`src/rtl/lt_pkg.sv`:
```
`timescale 1ns/1ps
package lt_pkg;
  // index width that stays legal for depth 1
  function automatic int unsigned idx_w(input int unsigned n);
    return (n > 1) ? $clog2(n) : 1;
  endfunction
endpackage

```
`src/rtl/lt_ring_ptr.sv`:
```
`timescale 1ns/1ps
module lt_ring_ptr #(
  parameter int unsigned DEPTH = 4,
  parameter int unsigned PTR_W = 2,
  parameter int unsigned INIT  = 0
) (
  input  logic             clk_i,
  input  logic             rst_ni,
  input  logic             adv_i,
  output logic [PTR_W-1:0] ptr_o
);
  localparam logic [PTR_W-1:0] LAST   = PTR_W'(DEPTH - 1);
  localparam logic [PTR_W-1:0] INIT_P = PTR_W'(INIT % DEPTH);

  always_ff @(posedge clk_i or negedge rst_ni) begin
    if (!rst_ni)    ptr_o <= INIT_P;
    else if (adv_i) ptr_o <= (ptr_o == LAST) ? '0 : ptr_o + 1'b1;
  end

  AST_PTR_RANGE: assert property (@(posedge clk_i) disable iff (!rst_ni)
    ptr_o <= LAST);
endmodule

```
`src/rtl/lt_slots.sv`:
```
`timescale 1ns/1ps
module lt_slots #(
  parameter int unsigned DEPTH = 4,
  parameter int unsigned WIDTH = 8,
  parameter int unsigned PTR_W = 2
) (
  input  logic             clk_i,
  input  logic             rst_ni,
  input  logic             wr_en_i,
  input  logic [PTR_W-1:0] wr_ptr_i,
  input  logic             wr_vld_i,
  input  logic [WIDTH-1:0] wr_data_i,
  input  logic [PTR_W-1:0] rd_ptr_i,
  output logic             rd_vld_o,
  output logic [WIDTH-1:0] rd_data_o
);
  logic [WIDTH-1:0] data_q [DEPTH];
  logic [DEPTH-1:0] vld_q;

  // reset clears every slot, so the pre-loaded entries are tokens
  always_ff @(posedge clk_i or negedge rst_ni) begin
    if (!rst_ni) begin
      vld_q <= '0;
      for (int i = 0; i < DEPTH; i++) data_q[i] <= '0;
    end else if (wr_en_i) begin
      for (int i = 0; i < DEPTH; i++) begin
        if (wr_ptr_i == PTR_W'(i)) begin
          vld_q[i]  <= wr_vld_i;
          data_q[i] <= wr_vld_i ? wr_data_i : '0;
        end
      end
    end
  end

  always_comb begin
    rd_vld_o  = 1'b0;
    rd_data_o = '0;
    for (int i = 0; i < DEPTH; i++) begin
      if (rd_ptr_i == PTR_W'(i)) begin
        rd_vld_o  = vld_q[i];
        rd_data_o = data_q[i];
      end
    end
  end
endmodule

```
`src/rtl/lt_occupancy.sv`:
```
`timescale 1ns/1ps
module lt_occupancy #(
  parameter int unsigned DEPTH   = 4,
  parameter int unsigned LATENCY = 3,
  parameter int unsigned CNT_W   = 3
) (
  input  logic             clk_i,
  input  logic             rst_ni,
  input  logic             push_i,
  input  logic             pop_i,
  output logic [CNT_W-1:0] cnt_o,
  output logic             not_full_o,
  output logic             not_empty_o
);
  localparam logic [CNT_W-1:0] FULL_C = CNT_W'(DEPTH);
  localparam logic [CNT_W-1:0] INIT_C = CNT_W'(LATENCY);

  always_ff @(posedge clk_i or negedge rst_ni) begin
    if (!rst_ni) cnt_o <= INIT_C;
    else begin
      unique case ({push_i, pop_i})
        2'b10:   cnt_o <= cnt_o + 1'b1;
        2'b01:   cnt_o <= cnt_o - 1'b1;
        default: cnt_o <= cnt_o;
      endcase
    end
  end

  assign not_full_o  = (cnt_o != FULL_C);
  assign not_empty_o = (cnt_o != '0);

  AST_NO_OVERFLOW: assert property (@(posedge clk_i) disable iff (!rst_ni)
    cnt_o <= FULL_C);
  AST_BOTH_HOLD: assert property (@(posedge clk_i) disable iff (!rst_ni)
    (push_i && pop_i) |=> $stable(cnt_o));
endmodule

```
`src/rtl/lt_port.sv`:
```
`timescale 1ns/1ps
module lt_port #(
  parameter int unsigned LATENCY = 3,
  parameter int unsigned WIDTH   = 8,
  parameter int unsigned EXTRA   = 0
) (
  input  logic             clk_i,
  input  logic             rst_ni,
  input  logic             wr_en_i,
  input  logic             wr_msg_vld_i,
  input  logic [WIDTH-1:0] wr_data_i,
  output logic             wr_rdy_o,
  input  logic             rd_en_i,
  output logic             rd_rdy_o,
  output logic             rd_msg_vld_o,
  output logic [WIDTH-1:0] rd_data_o
);
  localparam int unsigned DEPTH = LATENCY + 1 + EXTRA;
  localparam int unsigned PTR_W = lt_pkg::idx_w(DEPTH);
  localparam int unsigned CNT_W = lt_pkg::idx_w(DEPTH + 1);

  logic             push, pop;
  logic [PTR_W-1:0] wr_ptr, rd_ptr;
  logic [CNT_W-1:0] cnt;
  logic             head_vld;
  logic [WIDTH-1:0] head_data;

  assign push = wr_en_i && wr_rdy_o;
  assign pop  = rd_en_i && rd_rdy_o;

  // write pointer starts past the pre-loaded tokens
  lt_ring_ptr #(.DEPTH(DEPTH), .PTR_W(PTR_W), .INIT(LATENCY)) i_wr_ptr (
    .clk_i(clk_i), .rst_ni(rst_ni), .adv_i(push), .ptr_o(wr_ptr));

  lt_ring_ptr #(.DEPTH(DEPTH), .PTR_W(PTR_W), .INIT(0)) i_rd_ptr (
    .clk_i(clk_i), .rst_ni(rst_ni), .adv_i(pop), .ptr_o(rd_ptr));

  lt_slots #(.DEPTH(DEPTH), .WIDTH(WIDTH), .PTR_W(PTR_W)) i_slots (
    .clk_i(clk_i), .rst_ni(rst_ni),
    .wr_en_i(push), .wr_ptr_i(wr_ptr), .wr_vld_i(wr_msg_vld_i), .wr_data_i(wr_data_i),
    .rd_ptr_i(rd_ptr), .rd_vld_o(head_vld), .rd_data_o(head_data));

  lt_occupancy #(.DEPTH(DEPTH), .LATENCY(LATENCY), .CNT_W(CNT_W)) i_occ (
    .clk_i(clk_i), .rst_ni(rst_ni), .push_i(push), .pop_i(pop),
    .cnt_o(cnt), .not_full_o(wr_rdy_o), .not_empty_o(rd_rdy_o));

  assign rd_msg_vld_o = rd_rdy_o && head_vld;
  assign rd_data_o    = rd_rdy_o ? head_data : '0;

  AST_PTR_GAP: assert property (@(posedge clk_i) disable iff (!rst_ni)
    ((int'(wr_ptr) + int'(DEPTH) - int'(rd_ptr)) % int'(DEPTH)) == (int'(cnt) % int'(DEPTH)));
  AST_TOKEN_ZERO: assert property (@(posedge clk_i) disable iff (!rst_ni)
    (rd_rdy_o && !rd_msg_vld_o) |-> (rd_data_o == '0));
  AST_FULL_DROP: assert property (@(posedge clk_i) disable iff (!rst_ni)
    (wr_en_i && !wr_rdy_o && !pop) |=> !wr_rdy_o);
  AST_EMPTY_IGNORE: assert property (@(posedge clk_i) disable iff (!rst_ni)
    (rd_en_i && !rd_rdy_o && !push) |=> !rd_rdy_o);
  AST_BOTH_FLAGS: assert property (@(posedge clk_i) disable iff (!rst_ni)
    (push && pop) |=> (wr_rdy_o == $past(wr_rdy_o)) && (rd_rdy_o == $past(rd_rdy_o)));
endmodule

```
`config.mk`:
```
export PLATFORM = sky130hd
export DESIGN_NAME = lt_port
export DESIGN_NICKNAME = d
export VERILOG_FILES = /design/src/rtl/lt_pkg.sv /design/src/rtl/lt_ring_ptr.sv /design/src/rtl/lt_slots.sv /design/src/rtl/lt_occupancy.sv /design/src/rtl/lt_port.sv
export SDC_FILE = /design/constraint.sdc
export NUM_CORES = 1
export LEC_CHECK = 0
export BUFFER_PORTS_ARGS = -buffer_cell sky130_fd_sc_hd__buf_2
export CORE_MARGIN = 5
export CORE_UTILIZATION = 45
export DETAILED_ROUTE_END_ITERATION = 6
export GPL_ROUTABILITY_DRIVEN = 0
export PLACE_DENSITY_LB_ADDON = 0.1
export RECOVER_POWER = 25
export SKIP_LAST_GASP = 1
export SYNTH_ARGS = -nofsm -noshare
export SYNTH_HDL_FRONTEND = slang
export SYNTH_SLANG_ARGS = --single-unit
export TNS_END_PERCENT = 50
```
`constraint.sdc`:
```
create_clock -name clk_i -period 5.1 [get_ports clk_i]
set_input_delay 0.255 -clock clk_i [delete_from_list [all_inputs] [get_ports clk_i]]
set_output_delay 0.255 -clock clk_i [all_outputs]
set_load 0.1 [all_outputs]
```
; Yosys cells after proc, flatten, opt, wreduce, memory -nomap -nowiden
; Index checks and enable logic that the tools add are counted.
; Widths: inputs -> output; s select.
[totals]
register_bits = 43
in_bits = 13
output_inout_bits = 11
wordCells = 48
[op_classes]
n_addsub = 4
eq_ne = 9
mux = 13
reduce_logical = 11
[ops]
columns = operator, n
row1 = $mux 8, 6
row2 = $eq 2x2->1 const B, 5
row3 = $reduce_and 2->1, 4
row4 = $eq 2x1->1 const B, 3
row5 = $pmux 3 s2, 1
row6 = $add 2x1->2 const B, 2
row7 = $logic_not 2->1, 2
row8 = $mux 1, 4
row9 = $mux 2, 2
row10 = $add 3x1->3 const B, 1
row11 = $logic_and 1x1->1, 3
row12 = $ne 3x3->1 const B, 1
row13 = $reduce_bool 3->1, 1
row14 = $sub 3x1->3 const B, 1
row15 = $reduce_bool 2->1, 1

; Longest topological paths before layout
; Gate-level depths: netlist of the first run.
[depth]
depth_word = 6
mapped_depth = 10
depth_no_buf = 10

; By module
; From an unflattened synthesis of the first run, not the netlist that was laid out.
[unflattened]
cells_unflattened = 139
hier_area_um2 = 2093.3
[modules_own_cells]
columns = mod, n_inst, cells_each, area_per_inst_um2, seq_area_each_um2
row1 = lt_slots, 1, 100, 1667.8, 900.9
row2 = lt_occupancy, 1, 16, 176.4, 77.6
row3 = lt_ring_ptr at i_wr_ptr, 1, 6, 91.3, 52.6
row4 = lt_ring_ptr at i_rd_ptr, 1, 6, 88.8, 50.0
row5 = lt_port, 1, 11, 68.8, 0.0

; Worst setup path after synthesis of the first run
; OpenSTA, ideal clock, no wires.
[synth_timing]
path_kind = register -> output
from = register i_rd_ptr.ptr_o[0]
to = output rd_data_o[5]
arrival_time_ps = 4268
t_required_ps = 4845
setup_slack_ps = 577
stages_incl_launch_ff = 7
path_buffers = 2
path_cell_list = dfrtp_1 > inv_1 > ha_1 > clkbuf_1 > clkbuf_1 > a221oi_1 > o41ai_1
[synth_between]
elab_chain_cells = 6
elab_cells_between_ends = 9
classes_between = eq/ne: 3 / mux: 5 / reduce/logical: 1
[synth_lines]
columns = element, line_no
row1 = from (decl), lt_ring_ptr.sv:10  ; output logic [PTR_W-1:0] ptr_o
row2 = from (signal assigned), lt_ring_ptr.sv:17  ; else if (adv_i) ptr_o <= (ptr_o == LAST) ? '0 : ptr_o + 1'b1;
row3 = $logic_not 2->1, lt_slots.sv:39  ; if (rd_ptr_i == PTR_W'(i)) begin
row4 = $mux 8 (3 in a row), lt_slots.sv:39
row5 = $mux 8 (*), lt_slots.sv:39
row6 = $mux 8 (*), lt_port.sv:48  ; assign rd_data_o = rd_rdy_o ? head_data : '0;
row7 = to (decl), lt_port.sv:16  ; output logic [WIDTH-1:0] rd_data_o
; Mark *: on every way between the ends. The rest lies on a longest branch, timed or not.

; Worst setup path in the final report of the first run
[layout_timing]
from = register i_rd_ptr.ptr_o[1]
to = output rd_data_o[7]
; The elaborated chain is that of the path after synthesis.

==> metrics, run 1 <==
CTS tree built; Yosys warning total 0; drc violations 0; H-tree depth 2; status complete, but fails checks; grt total ovfl 0; die footprint 6790 um^2; setup tns final 0 ps; Final Worst Setup Slack 1990 ps; CP arrival 2860 ps; # rows 26; post-layout util 51.0%; Synth area leader dfrtp_1; Top Ports 24; post_cts resized 0; width of the die 82.4 um; initial antenna violation count 0; drt via density 5.32; total number of vias 1414; CTS Hold Bufs 0; Post-Syn Area 2360 um^2; die height 82.4 um; All-Layer GR Usage 15.7%; clock root cell clkbuf_8; Post-CTS Setup Inserts 0; top-count cell post-synth dfrtp_1; vias in the first global route 1544; CTS buffer count 5; WP data required 4850 ps; CTS max path bufs 2; Main synth FF type dfrtp_1; actual slew at the worst max-slew pin 2280 ps; #FFs+latches synth 43; maximum clock rate 321 MHz; Setup Crit Path Kind flip-flop to output port; Routed Wire Length 4800 um; largest net degree at the start of global routing 44; clk_skew 9.68 ps; Post-Synthesis Cells 178; Worst-path clk slew 80 ps; HPWL after DPL 3230 um; area occupied by multi-input gates 1160 um^2; Final Hold Vio Count 0; DR WL/cell 18.0 um; CP max stage delay 630 ps; Tcrit/Tclk final 61.0%; most frequent cells after synthesis dfrtp_1 (39), mux2_4 (36), nor2b_1 (10), ha_1 (9), inv_1 (9); Pre-Repair DR Iteration Count 4; clock net sink count 43; post-layout minimum cycle time 3110 ps; top post-synthesis cells by area dfrtp_1 (41%), mux2_4 (23%), ha_1 (4.8%), dfstp_2 (4.5%), a221oi_1 (3.0%); max-cap check violation count 1; # diodes 0; CP endpoint kind output port; Max FO, Critical Path 11; pre-CTS setup slack 2380 ps; initial core utilization 46.2%; relative slew slack -52.2%; Min-Delay Path Class primary input to flip-flop; worst path cell trace inv_1 -> ha_1 -> nor2b_1 -> a221oi_1 -> o41ai_1 -> buf_2; failing checks max-capacitance violations, max-slew violations; post-synthesis sequential area ratio 45.8%; share of cells above drive strength 1 39.8%; Async S/R FF share, synth 100%; DRT antenna net count 0; port bufs 23; CP max stage cell nor2b_1; Post-synth EDFFs 0; worst skew pair latency 290 ps; first-pass GRT wire length 8020 um; fillers 469; RSZ-0062 raised after global routing false; Max Slew Vio Count 44; core area 5110 um^2; Synth Net Count 201; area delta synth->final 10.5%; unique cell type count in the Yosys netlist 26; drt first-iter violations 89; nets 218; final setup fails 0; Critical Path Start Type flip-flop; syn avg cell area 13.3 um^2; Yosys top cell area share 41.4%; Reg area 1080 um^2
-- cells in the final DEF (no fill, tap or decap) --
cell / synthesis / final
dfrtp_1: 39 / 39
mux2_4: 36 / 36
buf_2: 0 / 22
nor2b_1: 10 / 10
inv_1: 9 / 9
ha_1: 9 / 9
a221oi_1: 8 / 8
nand3_1: 8 / 8
o41ai_1: 8 / 8
and2_1: 8 / 8
clkbuf_8: 0 / 5
nand2_1: 4 / 4
and3_4: 4 / 4
mux2_2: 4 / 4
dfstp_2: 4 / 4
nor2_1: 3 / 3
o21ai_0: 2 / 2
xor2_1: 2 / 2
bufinv_16: 0 / 2
clkbuf_1: 7 / 2
nor3_2: 1 / 1
a21oi_1: 1 / 1
nor3_1: 1 / 1
a32o_1: 1 / 1
or3b_1: 1 / 1
xnor2_1: 1 / 1
fa_1: 1 / 1
-- worst paths after layout --
check | depth (start not counted) | slack [ps] | startpoint | to
min | 3 | 350 | rd_en_i | i_rd_ptr.ptr_o[0]
max | 6 | 1990 | i_rd_ptr.ptr_o[1] | rd_data_o[7]
max in group asynchronous | 1 | 3150 | rst_ni | i_slots.data_q[23]
max reg2reg | 8 | 2460 | i_occ.cnt_o[2] | i_occ.cnt_o[1]
min reg2reg | 1 | 510 | i_occ.cnt_o[2] | i_occ.cnt_o[2]
min in group asynchronous | 1 | 630 | rst_ni | i_slots.data_q[12]
-- through the flow --
| stage | hold slack [ps] | cells | area (um^2) |
|---|---|---|---|
| 3_3_place_gp | 439 | 258 | 2470 |
| 6_report | 353 | 266 | 2610 |
| 2_1_floorplan | -40.6 | 178 | 2360 |
| 4_1_cts | 140 | 266 | 2610 |
| 5_1_grt | 366 | 266 | 2610 |
| 3_5_place_dp | 461 | 258 | 2470 |
-- cell type report --
type,count,share of cell area [%]
multi-input combinational,113,44.4
clock inverter,2,2.30
inverter,9,1.30
tap,70,3.36
timing repair buffer,23,4.37
sequential,43,41.5
clock buffer,6,2.78
-- cell families (layout without fill, tap and decap cells) --
logic type                 Yosys count  in the layout  synth area share [%]
AOI/OAI and AO/OA                   20             20                  7.00
xor gates and xnor gates             3              3                  1.11
adders and majority gates           10             10                  5.62
buffers and inverters               22             40                  5.09
DFF                                 43             43                  45.8
muxes                               40             40                  24.8
and+or+nand+nor                     40             40                  10.5
-- per-layer routing --
metal | global-route usage, % | share of wire, %
met5 | 0 | 0
met4 | 3.99 | 0.90
met3 | 3.58 | 4.6
met2 | 26.1 | 48
met1 | 20.6 | 47
-- registers in the layout, summed over array words and instances, names as in the netlist --
register,flops
i_occ.cnt_o,3
i_rd_ptr.ptr_o,2
i_slots.data_q,32
i_slots.vld_q,4
i_wr_ptr.ptr_o,2
-- worst max-delay path, delay by kind of cell, from the launching register on --
kind | cells | cell delay, ps
buf+inv | 2 | 590
simple gates | 1 | 630
fa+ha+maj | 1 | 340
flops | 1 | 390
compound gates | 2 | 620
Power of run 1 is not shown: default switching activity piles up to over one toggle a cycle in this logic, so the estimate is an artifact.
==> run 2, diff against run 1 <==
--- a/config.mk
+++ b/config.mk
@@ -5,6 +5,7 @@
 export SDC_FILE = /design/constraint.sdc
 export NUM_CORES = 1
 export LEC_CHECK = 0
+export ABC_AREA = 1
 export BUFFER_PORTS_ARGS = -buffer_cell sky130_fd_sc_hd__buf_2
 export CORE_MARGIN = 5
 export CORE_UTILIZATION = 45
==> constraint.sdc (replaced) <==
create_clock -name clk_i -period 2.95 [get_ports clk_i]
set_input_delay 0.1475 -clock clk_i [delete_from_list [all_inputs] [get_ports clk_i]]
set_output_delay 0.1475 -clock clk_i [all_outputs]
set_load 0.1 [all_outputs]
==> run 2 against run 1 <==
The flow still finishes with violations (max-capacitance violations, max-slew violations). Synthesized area up 6.3%. Routed wire length increased by 30%. Cell count up 53%. Cell area up 2.9%. Register-to-register slack got worse by 1700 ps. Worst hold slack got worse by 170 ps. Largest cell class unchanged.
==> metrics, run 2 <==
CTS Hold Bufs 0; final setup fails 0; total number of vias 2070; Main synth FF type dfrtp_1; HPWL after DPL 4400 um; worst skew pair latency 300 ps; CTS max path bufs 2; start of the worst register-to-register path i_occ.cnt_o[0]; Final Hold Vio Count 0; first-pass GRT wire length 10500 um; Worst-path clk slew 90 ps; Critical Path Start Type flip-flop; largest net degree at the start of global routing 44; H-tree depth 2; syn avg cell area 7.84 um^2; Async S/R FF share, synth 100%; Top Ports 24; vias in the first global route 2007; DRT antenna net count 0; die height 84.6 um; CP endpoint kind output port; DR WL/cell 15.4 um; critical hold path startpoint rd_en_i; share of cells above drive strength 1 17.4%; post_cts resized 0; Min-Delay Path Class primary input to flip-flop; # diodes 0; most frequent cells after synthesis nand2_1 (131), dfrtp_1 (39), nand4_1 (37), inv_1 (26), a21oi_1 (13); Pre-Repair DR Iteration Count 4; max reg flops 32; Largest Register i_slots.data_q; FF-to-FF path depth 11; Post-synth EDFFs 0; #FFs+latches synth 43; relative slew slack -57.5%; CP arrival 2140 ps; top-count cell post-synth nand2_1; clock root cell clkbuf_8; Post-CTS Setup Inserts 0; clk_skew 12.7 ps; CTS buffer count 5; maximum clock rate 436 MHz; FF-to-FF End i_occ.cnt_o[2]; Synth area leader dfrtp_1; nets 356; Final Worst Setup Slack 659 ps; WP data required 2800 ps; setup tns final 0 ps; core area 5470 um^2; registers with the most flip-flops i_slots.data_q x32, i_slots.vld_q x4, i_occ.cnt_o x3; Yosys warning total 0; clock net sink count 43; Routed Wire Length 6250 um; Post-Syn Area 2510 um^2; Tcrit/Tclk final 77.7%; max-cap check violation count 1; number of stages on the worst hold path 4; Setup Crit Path Kind flip-flop to output port; All-Layer GR Usage 18.4%; Max Slew Vio Count 44; die footprint 7160 um^2; reg2reg setup slack 780 ps; pre-CTS setup slack 796 ps; Worst Hold End i_rd_ptr.ptr_o[1]; RSZ-0062 raised after global routing false; Yosys top cell area share 38.9%; drt via density 5.10; Post-Synthesis Cells 320; Synth Net Count 343; unique cell type count in the Yosys netlist 23; commonest non-fill, non-tap cell in the layout nand2_1; drt first-iter violations 102; post-layout minimum cycle time 2290 ps; grt total ovfl 0; post-synthesis sequential area ratio 43.1%; actual slew at the worst max-slew pin 2360 ps; status complete, but fails checks; area delta synth->final 6.94%; width of the die 84.6 um; port bufs 23; initial antenna violation count 0; Max FO, Critical Path 10; failing checks max-capacitance violations, max-slew violations; # rows 27; drc violations 0; most frequent cells in the layout nand2_1 (131), dfrtp_1 (39), nand4_1 (37); initial core utilization 45.8%; top post-synthesis cells by area dfrtp_1 (39%), nand2_1 (20%), nand4_1 (9.2%), ha_1 (4.5%), dfstp_2 (4.2%); CTS tree built
==> run 2: changes by cell type after synthesis, sizes merged, moves of 6 or more <==
| cell | before | now |
|---|---|---|
| a21oi | 1 | 18 |
| a221oi | 8 | 0 |
| and2 | 8 | 0 |
| buf | 6 | 18 |
| clkbuf | 7 | 1 |
| inv | 9 | 30 |
| mux2 | 40 | 0 |
| nand2 | 4 | 131 |
| nand3 | 8 | 17 |
| nand4 | 0 | 37 |
| nor2b | 10 | 0 |
| o41ai | 8 | 0 |
| or2 | 0 | 10 |
==> run 2: worst max-delay path, cell delays in order (launching register included) <==
cell     delay [ps]
dfrtp_1         420
inv_1            90
ha_1            370
inv_2           150
nand2_1         100
nand3_1          70
a21oi_1         180
buf_2           460
==> run 2: kinds of logic after synthesis <==
group	count (synthesis)	share of synthesized area, %
AO/OA/AOI/OAI	21	4.94
XOR/XNOR	1	0.349
adder cells (fa/ha/maj)	10	5.29
buffers and inverters	50	9.68
flip-flops	43	43.1
AND/OR/NAND/NOR	195	36.6
==> run 2: through the flow <==
stage          utilization [%]  hold WS [ps]  cells  area [um^2]
5_1_grt                   49.0           220    406         2680
2_1_floorplan                -          -148    320         2510
3_3_place_gp              47.5           360    398         2600
3_5_place_dp              47.5           363    398         2600
6_report                  49.0           187    406         2680
4_1_cts                   49.0          30.0    406         2680
==> run 2: cell type report <==
type                            instances  area [um^2]
Clock inverter                          1         5.00
Sequential cell                        43         1080
Tap cell                               72         90.1
Fill cell                             551         2790
Multi-Input combinational cell        227         1180
Inverter                               31          116
Timing Repair Buffer                   25          129
Clock buffer                            7         76.3
==> run 2: worst max path at each step <==
stage,start,endpoint,cells after the start
after global placement,i_occ.cnt_o[0],i_occ.cnt_o[2],11
after floorplan,i_occ.cnt_o[0],rd_data_o[4],5
after CTS,i_rd_ptr.ptr_o[1],rd_data_o[5],7
after detailed placement,i_occ.cnt_o[0],i_occ.cnt_o[2],11
after global routing,i_rd_ptr.ptr_o[1],rd_data_o[5],7
final,i_rd_ptr.ptr_o[1],rd_data_o[5],7
==> run 2: metal layers <==
| layer | track usage, % | part of all wire [%] | up-vias |
|---|---|---|---|
| met2 | 28.0 | 45 | 35 |
| met3 | 3.93 | 4.6 | 6 |
| met1 | 26.8 | 49 | 969 |
| met5 | 0 | 0 | - |
| li1 | - | - | 1060 |
| met4 | 4.32 | 1.0 | 0 |
Power of run 2 is left out for the same reason.
==> run 3, diff against run 2 <==
==> constraint.sdc (replaced) <==
create_clock -name clk_i -period 2.4 [get_ports clk_i]
set_input_delay 0.12 -clock clk_i [delete_from_list [all_inputs] [get_ports clk_i]]
set_output_delay 0.12 -clock clk_i [all_outputs]
set_load 0.1 [all_outputs]
==> run 3 against run 2 <==
The flow finishes with violations (negative hold slack). Setup slack worse by 440 ps. Flip-flop and latch count stayed put. Critical path depth unchanged. Highest routed layer unchanged. Register-to-register slack lost 320 ps. Critical endpoint is now rd_msg_vld_o.
==> metrics, run 3 (same netlist as run 2, synthesis figures left out) <==
CP endpoint kind output port; DP Area 2620 um^2; vias in the first global route 1971; setup tns final 0 ps; Final Hold Vio Count 35; WHS -26.5 ps; area occupied by multi-input gates 1190 um^2; commonest non-fill, non-tap cell in the layout nand2_1; area delta synth->final 9.33%; max reg flops 32; CTS buffer count 5; width of the die 84.6 um; Tcrit/Tclk final 90.7%; fillers 579; Routed Wire Length 6410 um; failing checks negative hold slack; drc violations 0; most frequent cells in the layout nand2_1 (131), dfrtp_1 (39), nand4_1 (37); maximum clock rate 459 MHz; # rows 27; die height 84.6 um; Min-Delay Path Class primary input to asynchronous set/reset pin; Reg area 1080 um^2; post-layout minimum cycle time 2180 ps; CTS Hold Bufs 0; max-cap check violation count 0; CTS tree built; registers with the most flip-flops i_slots.data_q x32, i_slots.vld_q x4, i_occ.cnt_o x3; All-Layer GR Usage 18.8%; DR WL/cell 15.7 um; actual slew at the worst max-slew pin 983 ps; drt via density 5.20; drt first-iter violations 226; initial core utilization 45.8%; Top Ports 24; CP arrival 2060 ps; Max Slew Vio Count 0; HPWL after DPL 4590 um; Worst-path clk slew 90 ps; status complete, but fails checks; post_cts resized 0; first-pass GRT wire length 10700 um; Critical Path Start Type flip-flop; final instance area 2740 um^2; H-tree depth 2; Max FO, Critical Path 10; WP data required 2280 ps; relative slew slack 34.5%; RSZ-0062 raised after global routing false; Pre-Repair DR Iteration Count 4; clk_skew 8.54 ps; worst path cell trace inv_1 -> ha_1 -> inv_2 -> nand2_1 -> nand3_1 -> a21oi_2 -> buf_2; clock net sink count 43; Critical path buffers and inverters 3; CP max stage cell buf_2; Setup Crit Path Kind flip-flop to output port; share of cells above drive strength 1 19.3%; port bufs 23; Worst path top cell family by delay buffers and inverters; nets 358; # diodes 0; total number of vias 2120; clock root cell clkbuf_8; final setup fails 0; die footprint 7160 um^2; initial antenna violation count 0; Post-CTS Setup Inserts 0; largest net degree at the start of global routing 44; CTS max path bufs 2; DRT antenna net count 0; core area 5470 um^2; worst skew pair latency 300 ps; Largest Register i_slots.data_q; CP max stage delay 440 ps; grt total ovfl 0
-- run 3: cell types whose count changed in the layout (fill, tap and decap cells not counted) --
cell       previous run  this run
a21oi_1              13        11
a21oi_2               5         7
buf_2                22        23
buf_4                 2         4
bufinv_16             0         1
clkbuf_1              3         0
clkbuf_8              5         6
-- run 3: area by class of cell --
| class | instances | area share [%] |
|---|---|---|
| clock buffers | 6 | 3.01 |
| clock inverters | 2 | 1.28 |
| inverters | 31 | 4.24 |
| multi-input cells | 227 | 43.5 |
| flip-flops and latches | 43 | 39.4 |
| well taps | 72 | 3.29 |
| repair buffers | 27 | 5.29 |
-- run 3: worst reg2reg max path, cell delays in order (launching register included) --
cell     delay, ps
dfstp_2        550
inv_2           60
nand3_1        100
nand2_1        100
inv_1          110
ha_1           170
inv_1           60
fa_1           380
nand2_1        100
nand3_1         80
nand2_1         60
nand2_1         50
-- run 3: per-layer routing --
metal / GRT usage, % / vias to the layer above / share of wire (%)
li1: - / 1061 / -
met1: 29.1 / 996 / 49
met2: 26.4 / 53 / 44
met3: 4.51 / 10 / 5.6
met4: 4.17 / 0 / 1.4
met5: 0 / - / 0
-- run 3: stage by stage --
stage          worst slack, ps  std cells  util, %
2_1_floorplan             -221        320        -
3_3_place_gp               498        400     47.9
3_5_place_dp               474        400     47.9
4_1_cts                    230        408     50.1
5_1_grt                   62.6        408     50.1
6_report                   224        408     50.1
-- run 3: final timing paths --
| check | slack [ps] | from | cells past startpoint | endpoint |
|---|---|---|---|---|
| min in group clk_i | 130 | rd_en_i | 4 | i_rd_ptr.ptr_o[1] |
| hold reg to reg | 470 | i_slots.data_q[6] | 2 | i_slots.data_q[6] |
| hold / removal | -30 | rst_ni | 1 | i_slots.data_q[12] |
| setup reg to reg | 460 | i_occ.cnt_o[0] | 11 | i_occ.cnt_o[2] |
| setup / recovery | 220 | i_rd_ptr.ptr_o[1] | 7 | rd_msg_vld_o |
| max in group asynchronous | 1810 | rst_ni | 1 | i_slots.data_q[7] |
Power of run 3 is left out for the same reason.
